File: src/rtl/sercmd_pkg.sv
package sercmd_pkg;

  typedef enum logic [3:0] {
    ST_IDLE,
    ST_CMD2,
    ST_ADDR,
    ST_INC1,
    ST_INC2,
    ST_WDATA,
    ST_WSTB,
    ST_RSTB,
    ST_SHOUT
  } sercmd_state_e;

  typedef enum logic [1:0] {
    CMD_LOAD  = 2'b00,
    CMD_INC   = 2'b01,
    CMD_READ  = 2'b10,
    CMD_WRITE = 2'b11
  } sercmd_cmd_e;

endpackage

File: src/rtl/sercmd_seq.sv
module sercmd_seq
  import sercmd_pkg::*;
#(
  parameter int ADDR_W = 17,
  parameter int DATA_W = 8
) (
  input  logic          clk,
  input  logic          rst,
  input  logic          tms,
  input  logic          tdi,
  output sercmd_state_e state,
  output logic          ev_a_shift,
  output logic          ev_a_commit,
  output logic          ev_inc,
  output logic          ev_d_shift,
  output logic          ev_w_go,
  output logic          ev_r_go,
  output logic          ev_r_cap,
  output logic          ev_o_shift
);

  localparam int FR_BITS = ADDR_W + 1;
  localparam int MAXN    = (FR_BITS > DATA_W) ? FR_BITS : DATA_W;
  localparam int CW      = $clog2(MAXN);

  logic [CW-1:0] cnt;
  logic          c1;
  sercmd_cmd_e   cmd;

  assign cmd = sercmd_cmd_e'({c1, tdi});

  assign ev_a_shift  = (state == ST_ADDR);
  assign ev_a_commit = (state == ST_ADDR) && (cnt == CW'(FR_BITS - 1));
  assign ev_inc      = (state == ST_INC1);
  assign ev_d_shift  = (state == ST_WDATA);
  assign ev_w_go     = (state == ST_WDATA) && (cnt == CW'(DATA_W - 1));
  assign ev_r_go     = (state == ST_CMD2) && (cmd == CMD_READ);
  assign ev_r_cap    = (state == ST_RSTB);
  assign ev_o_shift  = (state == ST_SHOUT);

  always_ff @(posedge clk) begin
    if (rst) begin
      state <= ST_IDLE;
      cnt   <= '0;
      c1    <= 1'b0;
    end else begin
      case (state)
        ST_IDLE: begin
          if (!tms) begin
            c1    <= tdi;
            state <= ST_CMD2;
          end
        end
        ST_CMD2: begin
          cnt <= '0;
          case (cmd)
            CMD_LOAD:  state <= ST_ADDR;
            CMD_INC:   state <= ST_INC1;
            CMD_READ:  state <= ST_RSTB;
            default:   state <= ST_WDATA;
          endcase
        end
        ST_ADDR: begin
          if (cnt == CW'(FR_BITS - 1)) state <= ST_IDLE;
          else cnt <= cnt + 1'b1;
        end
        ST_INC1: state <= ST_INC2;
        ST_INC2: state <= ST_IDLE;
        ST_WDATA: begin
          if (cnt == CW'(DATA_W - 1)) state <= ST_WSTB;
          else cnt <= cnt + 1'b1;
        end
        ST_WSTB: state <= ST_IDLE;
        ST_RSTB: begin
          cnt   <= '0;
          state <= ST_SHOUT;
        end
        ST_SHOUT: begin
          if (cnt == CW'(DATA_W - 1)) state <= ST_IDLE;
          else cnt <= cnt + 1'b1;
        end
        default: state <= ST_IDLE;
      endcase
    end
  end

  // a low tag seen in idle opens a frame on the next edge
  assert_frame_start_R2: assert property (@(posedge clk) disable iff (rst)
    (state == ST_IDLE && !tms) |=> (state == ST_CMD2));

  // idle is held while the tag line stays high
  assert_idle_hold_R1: assert property (@(posedge clk) disable iff (rst)
    (state == ST_IDLE && tms) |=> (state == ST_IDLE));

endmodule

File: src/rtl/sercmd_addr.sv
module sercmd_addr #(
  parameter int ADDR_W = 17
) (
  input  logic              clk,
  input  logic              rst,
  input  logic              tdi,
  input  logic              a_shift,
  input  logic              a_commit,
  input  logic              inc,
  output logic [ADDR_W-1:0] addr,
  output logic              sel
);

  logic [ADDR_W-1:0] sh;

  always_ff @(posedge clk) begin
    if (rst) begin
      sh   <= '0;
      addr <= '0;
      sel  <= 1'b0;
    end else begin
      if (a_shift) sh <= {sh[ADDR_W-2:0], tdi};
      if (a_commit) {sel, addr} <= {sh, tdi};
      else if (inc) addr <= addr + 1'b1;
    end
  end

  // top address rolls over to zero
  assert_wrap_R4: assert property (@(posedge clk) disable iff (rst)
    (inc && !a_commit && addr == '1) |=> (addr == '0));

  // address and select only move on a load or an increment
  assert_addr_hold_R3: assert property (@(posedge clk) disable iff (rst)
    (!a_commit && !inc) |=> ($stable(addr) && $stable(sel)));

endmodule

File: src/rtl/sercmd_strobe.sv
module sercmd_strobe (
  input  logic clk,
  input  logic rst,
  input  logic sel,
  input  logic w_go,
  input  logic r_go,
  output logic rd_n,
  output logic wr_n,
  output logic rom_cs_n,
  output logic ram_cs_n
);

  logic any_go;
  assign any_go = w_go | r_go;

  always_ff @(posedge clk) begin
    if (rst) begin
      rd_n     <= 1'b1;
      wr_n     <= 1'b1;
      rom_cs_n <= 1'b1;
      ram_cs_n <= 1'b1;
    end else begin
      rd_n     <= ~r_go;
      wr_n     <= ~w_go;
      rom_cs_n <= ~(any_go & ~sel);
      ram_cs_n <= ~(any_go & sel);
    end
  end

  // each strobe is one period wide and they never overlap
  assert_rd_width_R7: assert property (@(posedge clk) disable iff (rst)
    !rd_n |=> rd_n);
  assert_wr_width_R7: assert property (@(posedge clk) disable iff (rst)
    !wr_n |=> wr_n);
  assert_no_overlap_R7: assert property (@(posedge clk) disable iff (rst)
    !(!rd_n && !wr_n));

  // one chip-select at most, and only together with a strobe
  assert_cs_onehot_R8: assert property (@(posedge clk) disable iff (rst)
    $onehot0({~rom_cs_n, ~ram_cs_n}));
  assert_cs_with_strobe_R8: assert property (@(posedge clk) disable iff (rst)
    (!rom_cs_n || !ram_cs_n) == (!rd_n || !wr_n));

endmodule

File: src/rtl/sercmd_data.sv
module sercmd_data #(
  parameter int DATA_W = 8
) (
  input  logic              clk,
  input  logic              rst,
  input  logic              tdi,
  input  logic              d_shift,
  input  logic              w_go,
  input  logic              r_cap,
  input  logic              o_shift,
  input  logic              shout,
  input  logic [DATA_W-1:0] rdata,
  output logic [DATA_W-1:0] wdata,
  output logic              wdata_oe,
  output logic              tdo
);

  logic [DATA_W-1:0] dreg;

  always_ff @(posedge clk) begin
    if (rst) begin
      dreg     <= '0;
      wdata    <= '0;
      wdata_oe <= 1'b0;
    end else begin
      if (r_cap) dreg <= rdata;
      else if (d_shift || o_shift) dreg <= {dreg[DATA_W-2:0], tdi};
      if (w_go) wdata <= {dreg[DATA_W-2:0], tdi};
      wdata_oe <= w_go;
    end
  end

  always_ff @(negedge clk) begin
    if (rst) tdo <= 1'b0;
    else     tdo <= shout ? dreg[DATA_W-1] : 1'b0;
  end

  // the drive enable is a single-period pulse
  assert_oe_pulse_R9: assert property (@(posedge clk) disable iff (rst)
    wdata_oe |=> !wdata_oe);

  // serial output is quiet unless a read word is leaving
  assert_tdo_quiet_R10: assert property (@(posedge clk) disable iff (rst)
    !shout |-> (tdo == 1'b0));

endmodule

File: src/rtl/sercmd_memprog.sv
module sercmd_memprog
  import sercmd_pkg::*;
#(
  parameter int ADDR_W = 17,
  parameter int DATA_W = 8
) (
  input  logic              tck,
  input  logic              rst,
  input  logic              tms,
  input  logic              tdi,
  output logic              tdo,
  output logic [ADDR_W-1:0] mem_addr,
  output logic [DATA_W-1:0] mem_wdata,
  output logic              mem_wdata_oe,
  input  logic [DATA_W-1:0] mem_rdata,
  output logic              rom_cs_n,
  output logic              ram_cs_n,
  output logic              mem_rd_n,
  output logic              mem_wr_n
);

  sercmd_state_e state;
  logic ev_a_shift, ev_a_commit, ev_inc, ev_d_shift;
  logic ev_w_go, ev_r_go, ev_r_cap, ev_o_shift;
  logic sel;

  sercmd_seq #(.ADDR_W(ADDR_W), .DATA_W(DATA_W)) u_seq (
    .clk(tck), .rst(rst), .tms(tms), .tdi(tdi), .state(state),
    .ev_a_shift(ev_a_shift), .ev_a_commit(ev_a_commit), .ev_inc(ev_inc),
    .ev_d_shift(ev_d_shift), .ev_w_go(ev_w_go), .ev_r_go(ev_r_go),
    .ev_r_cap(ev_r_cap), .ev_o_shift(ev_o_shift)
  );

  sercmd_addr #(.ADDR_W(ADDR_W)) u_addr (
    .clk(tck), .rst(rst), .tdi(tdi), .a_shift(ev_a_shift),
    .a_commit(ev_a_commit), .inc(ev_inc), .addr(mem_addr), .sel(sel)
  );

  sercmd_strobe u_strobe (
    .clk(tck), .rst(rst), .sel(sel), .w_go(ev_w_go), .r_go(ev_r_go),
    .rd_n(mem_rd_n), .wr_n(mem_wr_n), .rom_cs_n(rom_cs_n), .ram_cs_n(ram_cs_n)
  );

  sercmd_data #(.DATA_W(DATA_W)) u_data (
    .clk(tck), .rst(rst), .tdi(tdi), .d_shift(ev_d_shift), .w_go(ev_w_go),
    .r_cap(ev_r_cap), .o_shift(ev_o_shift), .shout(state == ST_SHOUT),
    .rdata(mem_rdata), .wdata(mem_wdata), .wdata_oe(mem_wdata_oe), .tdo(tdo)
  );

  // bus drive coincides with the write strobe
  assert_oe_with_wr_R9: assert property (@(posedge tck) disable iff (rst)
    mem_wdata_oe == !mem_wr_n);

endmodule

File: config.mk
export PLATFORM = sky130hd
export DESIGN_NAME = sercmd_memprog
export DESIGN_NICKNAME = d
export VERILOG_FILES = /design/src/rtl/sercmd_pkg.sv /design/src/rtl/sercmd_seq.sv /design/src/rtl/sercmd_addr.sv /design/src/rtl/sercmd_strobe.sv /design/src/rtl/sercmd_data.sv /design/src/rtl/sercmd_memprog.sv
export SDC_FILE = /design/constraint.sdc
export NUM_CORES = 1
export LEC_CHECK = 0
export ABC_AREA = 1
export CELL_PAD_IN_SITES_DETAIL_PLACEMENT = 1
export CELL_PAD_IN_SITES_GLOBAL_PLACEMENT = 1
export CORE_MARGIN = 1
export CORE_UTILIZATION = 39
export DETAILED_ROUTE_END_ITERATION = 12
export GPL_TIMING_DRIVEN = 0
export PLACE_DENSITY = 0.75
export SETUP_SLACK_MARGIN = 0.3
export SKIP_CTS_REPAIR_TIMING = 1
export SLEW_MARGIN = 30
export SYNTH_ARGS = -nofsm -noshare
export SYNTH_HDL_FRONTEND = slang
export SYNTH_SLANG_ARGS = --single-unit
File: constraint.sdc
create_clock -name tck -period 1.8 [get_ports tck]
set_clock_uncertainty 0.05 [all_clocks]
set_input_delay 0.36 -clock tck [delete_from_list [all_inputs] [get_ports tck]]
set_output_delay 0.36 -clock tck [all_outputs]
set_load 0.02 [all_outputs]
== After elaboration in Yosys (flattened, before gate mapping) ==
Index checks and enable logic that the tools add are counted.

* Input bits: 12
* Output and inout port bits: 31
* Word-level logic and storage cells: 70
* Flip-flop bits (word level): 67

* Reduce and logical (&&, ||, !) cells: 15
* Add/sub/neg operators: 2
* Bitwise gates (word level): 10
* Equality and inequality tests: 16
* Muxes and demuxes: 13

{| class="wikitable"
|+ Operators by type and width
! operator !! number
|-
| $mux 17 || 2
|-
| $pmux 4 s7 || 1
|-
| $add 17x1->17 const B || 1
|-
| $mux 4 || 4
|-
| $mux 8 || 2
|-
| $pmux 5 s3 || 1
|-
| $mux 5 || 2
|-
| $ne 2x2->1 const B || 5
|-
| $pmux 3 s3 || 1
|-
| $eq 4x2->1 const B || 2
|-
| $eq 4x3->1 const B || 2
|-
| $not 1->1 || 7
|-
| $reduce_or 2->1 || 3
|-
| $add 5x1->5 const B || 1
|-
| $eq 5x3->1 const B || 1
|-
| $eq 5x5->1 const B || 1
|-
| $eq 4x1->1 const B || 1
|-
| $eq 4x4->1 const B || 1
|-
| $logic_not 4->1 || 1
|-
| $reduce_and 4->1 || 1
|-
| $reduce_bool 2->1 || 2
|-
| $logic_and 1x1->1 || 3
|-
| $reduce_and 3->1 || 1
|-
| $reduce_bool 3->1 || 1
|-
| other kinds (8) || 9
|}

== Depth between registers and ports, before layout ==
* Word-level depth: 5
* Gate-level depth with buffers: 10
* Gate-level depth less buffers: 10

== By module ==
A second synthesis with hierarchy kept.

* Cell total of the unflattened synthesis: 487
* Area, all modules: 3,364.5 um^2

{| class="wikitable"
|+ By module, submodules not included
! module !! cells each !! area each (um^2) !! instances
|-
| sercmd_addr || 243 || 1,705.4 || 1
|-
| sercmd_data || 114 || 800.8 || 1
|-
| sercmd_seq || 109 || 711.9 || 1
|-
| sercmd_strobe || 15 || 123.9 || 1
|-
| sercmd_memprog || 6 || 22.5 || 1
|}

==> summary.md <==
| Metric | Value |
|---|---|
| Launch point of the critical path | u_data.tdo$_SDFF_NP0_ |
| Slowest stage delay, CP | 0.32 ns |
| Cells after synthesis | 446 |
| First-pass GRT wire length | between 15,000 and 20,000 microns |
| Final GP Congestion | 0.838 |
| Synth cell types | 33 |
| Die width | 91.7 microns |
| Power, Total | 0.00556 W |
| Drc violations | 0 |
| Final Slew Violations | 0 |
| Critical path required time | 1.39 ns |
| Leakage dissipation | 2.41 nW |
| Drt first pass iters | 4 |
| Outcome | finished with violations |
| Vias/cell | about 5.3 |
| Nets | 546 |
| Placed Area | 3690 sq um |
| Num CTS Buffers | 9 |
| Layout cells sized above 1 | 0.353 |
| Hold Crit Start | rst |
| FF-to-FF Start | u_seq.state[0]$_SDFFE_PP0P_ |
| Dpl hpwl | about 6700 microns |
| Initial antenna violation count | 0 |
| Clock slew at reported path FFs | roughly 0.07 ns |
| Initial Util | 0.404 |
| CP endpoint kind | output pin |
| Mapped Nets | about 460 |
| Vias in the first global route | 3,066 |
| Unrepaired setup endpoints after global routing | yes |
| Total wire length | 12,200 microns |
| Kind of cell adding the most delay to the critical path | flip-flops |
| Rows | 32 |
| Io pins | 43 |
| DR vias | roughly 3,400 |
| Die area | 8410 sq um |
| CP max FO | 1 |
| Largest net degree at the start of global routing | 12 |
| Inserted Diodes | 0 |
| Startpoint Class | flip-flop |
| Die Y | 91.7 microns |
| Worst Path Arrival | about 1.8 ns |
| Critical path type | flip-flop to output pin |
| Failing checks | negative setup slack |
| WL/cell | about 19 microns |
| Ys Warns | 0 |
| Hold_ws | 0.267 ns |
| Mapped cell area | 3140 sq um |
| Port bufs | 41 |
| Max cap viols | 0 |
| Seq/Total Area, Yosys | 0.427 |
| Crit-path slowest cell | dfxtp_2 |
| Remaining Overflow, GRT | 0 |
| Root Buffer | clkbuf_8 |
| Synthesis-to-layout area growth | 58.3% |
| Power per cell area | 1120 nW/um^2 |
| Avg Inst Size Synth | 7.04 sq um |
| Final Hold Violating Endpoints | 0 |
| # clock sinks | 67 |
| H-Tree Depth | 3 |
| Hold crit path type | input port to flip-flop |
| Iter 0 DRT Violations | approximately 150 |
| Slew @ Worst Pin | 0.838 ns |
| Peak supply drop | 740 uV |
| Slew HR | 0.441 |
| Count of final setup violators | 1 |
| Final worst slack | -0.356 ns |
| Core Footprint | around 7800 sq um |
| Fin area | ~5000 sq um |
| Critical path buffer and inverter count | 1 |
| Synthesized flop and latch total | 67 |
| Critical path cell sequence | buf_6 |
| CTS tree | done |
| CTS Buffer Depth | 2 |
| Total track usage | 0.234 |
| Clk_lat worst skew | 0.35 ns |
| Antenna-violating nets left | 0 |
## area by class of cell
cell class / instances / area [sq um]
sequential: 67 / 1370
inverter: 54 / 239
timing repair buffer: 74 / 838
tap: 102 / 128
fill: 931 / 2800
multi-input combinational: 309 / 2030
buffer: 15 / 118
clock buffer: 11 / 141
clock inverter: 6 / 104
## layout by cell type, fill, tap and decap left out, types with 3 or more instances in the layout
cell,n
nand3_1,19
dfxtp_4,5
dfxtp_2,10
buf_4,15
xor2_1,3
o21ai_1,9
buf_12,4
nand2_8,3
nand3_4,3
nand4_1,6
nand2_4,14
nor2_4,16
inv_6,3
nand3_2,14
ha_4,3
xnor2_1,3
inv_1,42
nor2_2,4
a21oi_1,19
o21ai_0,14
o211ai_1,3
clkbuf_8,10
nand2_2,16
dlymetal6s2s_1,29
bufinv_16,3
inv_2,5
clkdlybuf4s50_1,10
nor2_1,36
buf_6,20
a21oi_2,11
a31oi_1,12
nand2_1,80
o21ai_2,8
clkbuf_1,5
dfxtp_1,52
## per-layer routing
metal,vias up,share of wire,global-route usage
li1,1621,-,-
met1,1687,0.43,0.301
met2,82,0.51,0.396
met3,17,0.040,0.0365
met4,0,0.017,0.0833
met5,-,0,0
## cell families after synthesis
kind of cell | count (synthesis) | synth area share
XOR/XNOR | 6 | 0.0167
AO/OA/AOI/OAI | 84 | 0.146
adder cells (fa/ha/maj) | 3 | 0.0120
AND/OR/NAND/NOR | 216 | 0.305
buffers and inverters | 70 | 0.0933
flip-flops | 67 | 0.427
## path summary, 6_finish.rpt
kind,slack [ns],depth (start not counted),end
setup / recovery,-0.36,1,tdo
hold / removal,0.27,2,u_addr.addr[0]$_SDFFE_PP0P_
hold reg to reg,0.36,1,u_strobe.ram_cs_n$_SDFF_PP1_
setup reg to reg,0.09,3,u_data.tdo$_SDFF_NP0_
## flip-flops by register name (all words and copies together) (netlist names), 4 cells and up
name          cells
u_addr.addr      17
u_addr.sh        17
u_data.dreg       8
u_data.wdata      8
u_seq.cnt         5
u_seq.state       4
## cell usage after synthesis
cell type  number  area (sq um)
a21oi_1        30           150
clkbuf_1        4          15.0
inv_1          46           173
xor2_1          3          26.3
nor2_2          3          18.8
nor2_4          3          33.8
nand3_1        34           170
o211ai_1        3          22.5
xnor2_1         3          26.3
o22ai_1         2          12.5
dfxtp_1        67          1340
nor3_1          2          10.0
buf_4           2          15.0
o21ai_0        20           100
a31oi_1        12          75.1
nand3b_1        1          7.51
or2_0           1          6.26
nand4_1         6          37.5
nand2_2         5          31.3
nor2_1         50           188
a22oi_1         2          15.0
a311oi_1        1          8.76
o21bai_1        1          7.51
buf_2           6          30.0
nand3_2         2          20.0
buf_1           1          3.75
buf_6           2          22.5
nand2_1       105           394
inv_2           9          33.8
ha_1            3          37.5
o21ai_1        13          65.1
or2_2           1          6.26
nand2_4         3          33.8
## stage by stage
stage	TNS, ns	util	std cells	setup WS (ns)
after global placement	-0.384	0.475	589	-0.384
final	-0.356	0.639	638	-0.356
after detailed placement	-0.428	0.475	589	-0.390
after floorplan	0	-	446	0.0949
after CTS	-1.26	0.506	605	-0.788
after global routing	-0.374	0.639	638	-0.374
## where the power goes
| group | switching (W) | internal, W |
|---|---|---|
| combinational | 0.00117 | 0.000802 |
| sequential | 0.000263 | 0.00174 |
| clock | 0.000627 | 0.000958 |
No activity file was read; power rests on OpenSTA's default activity.
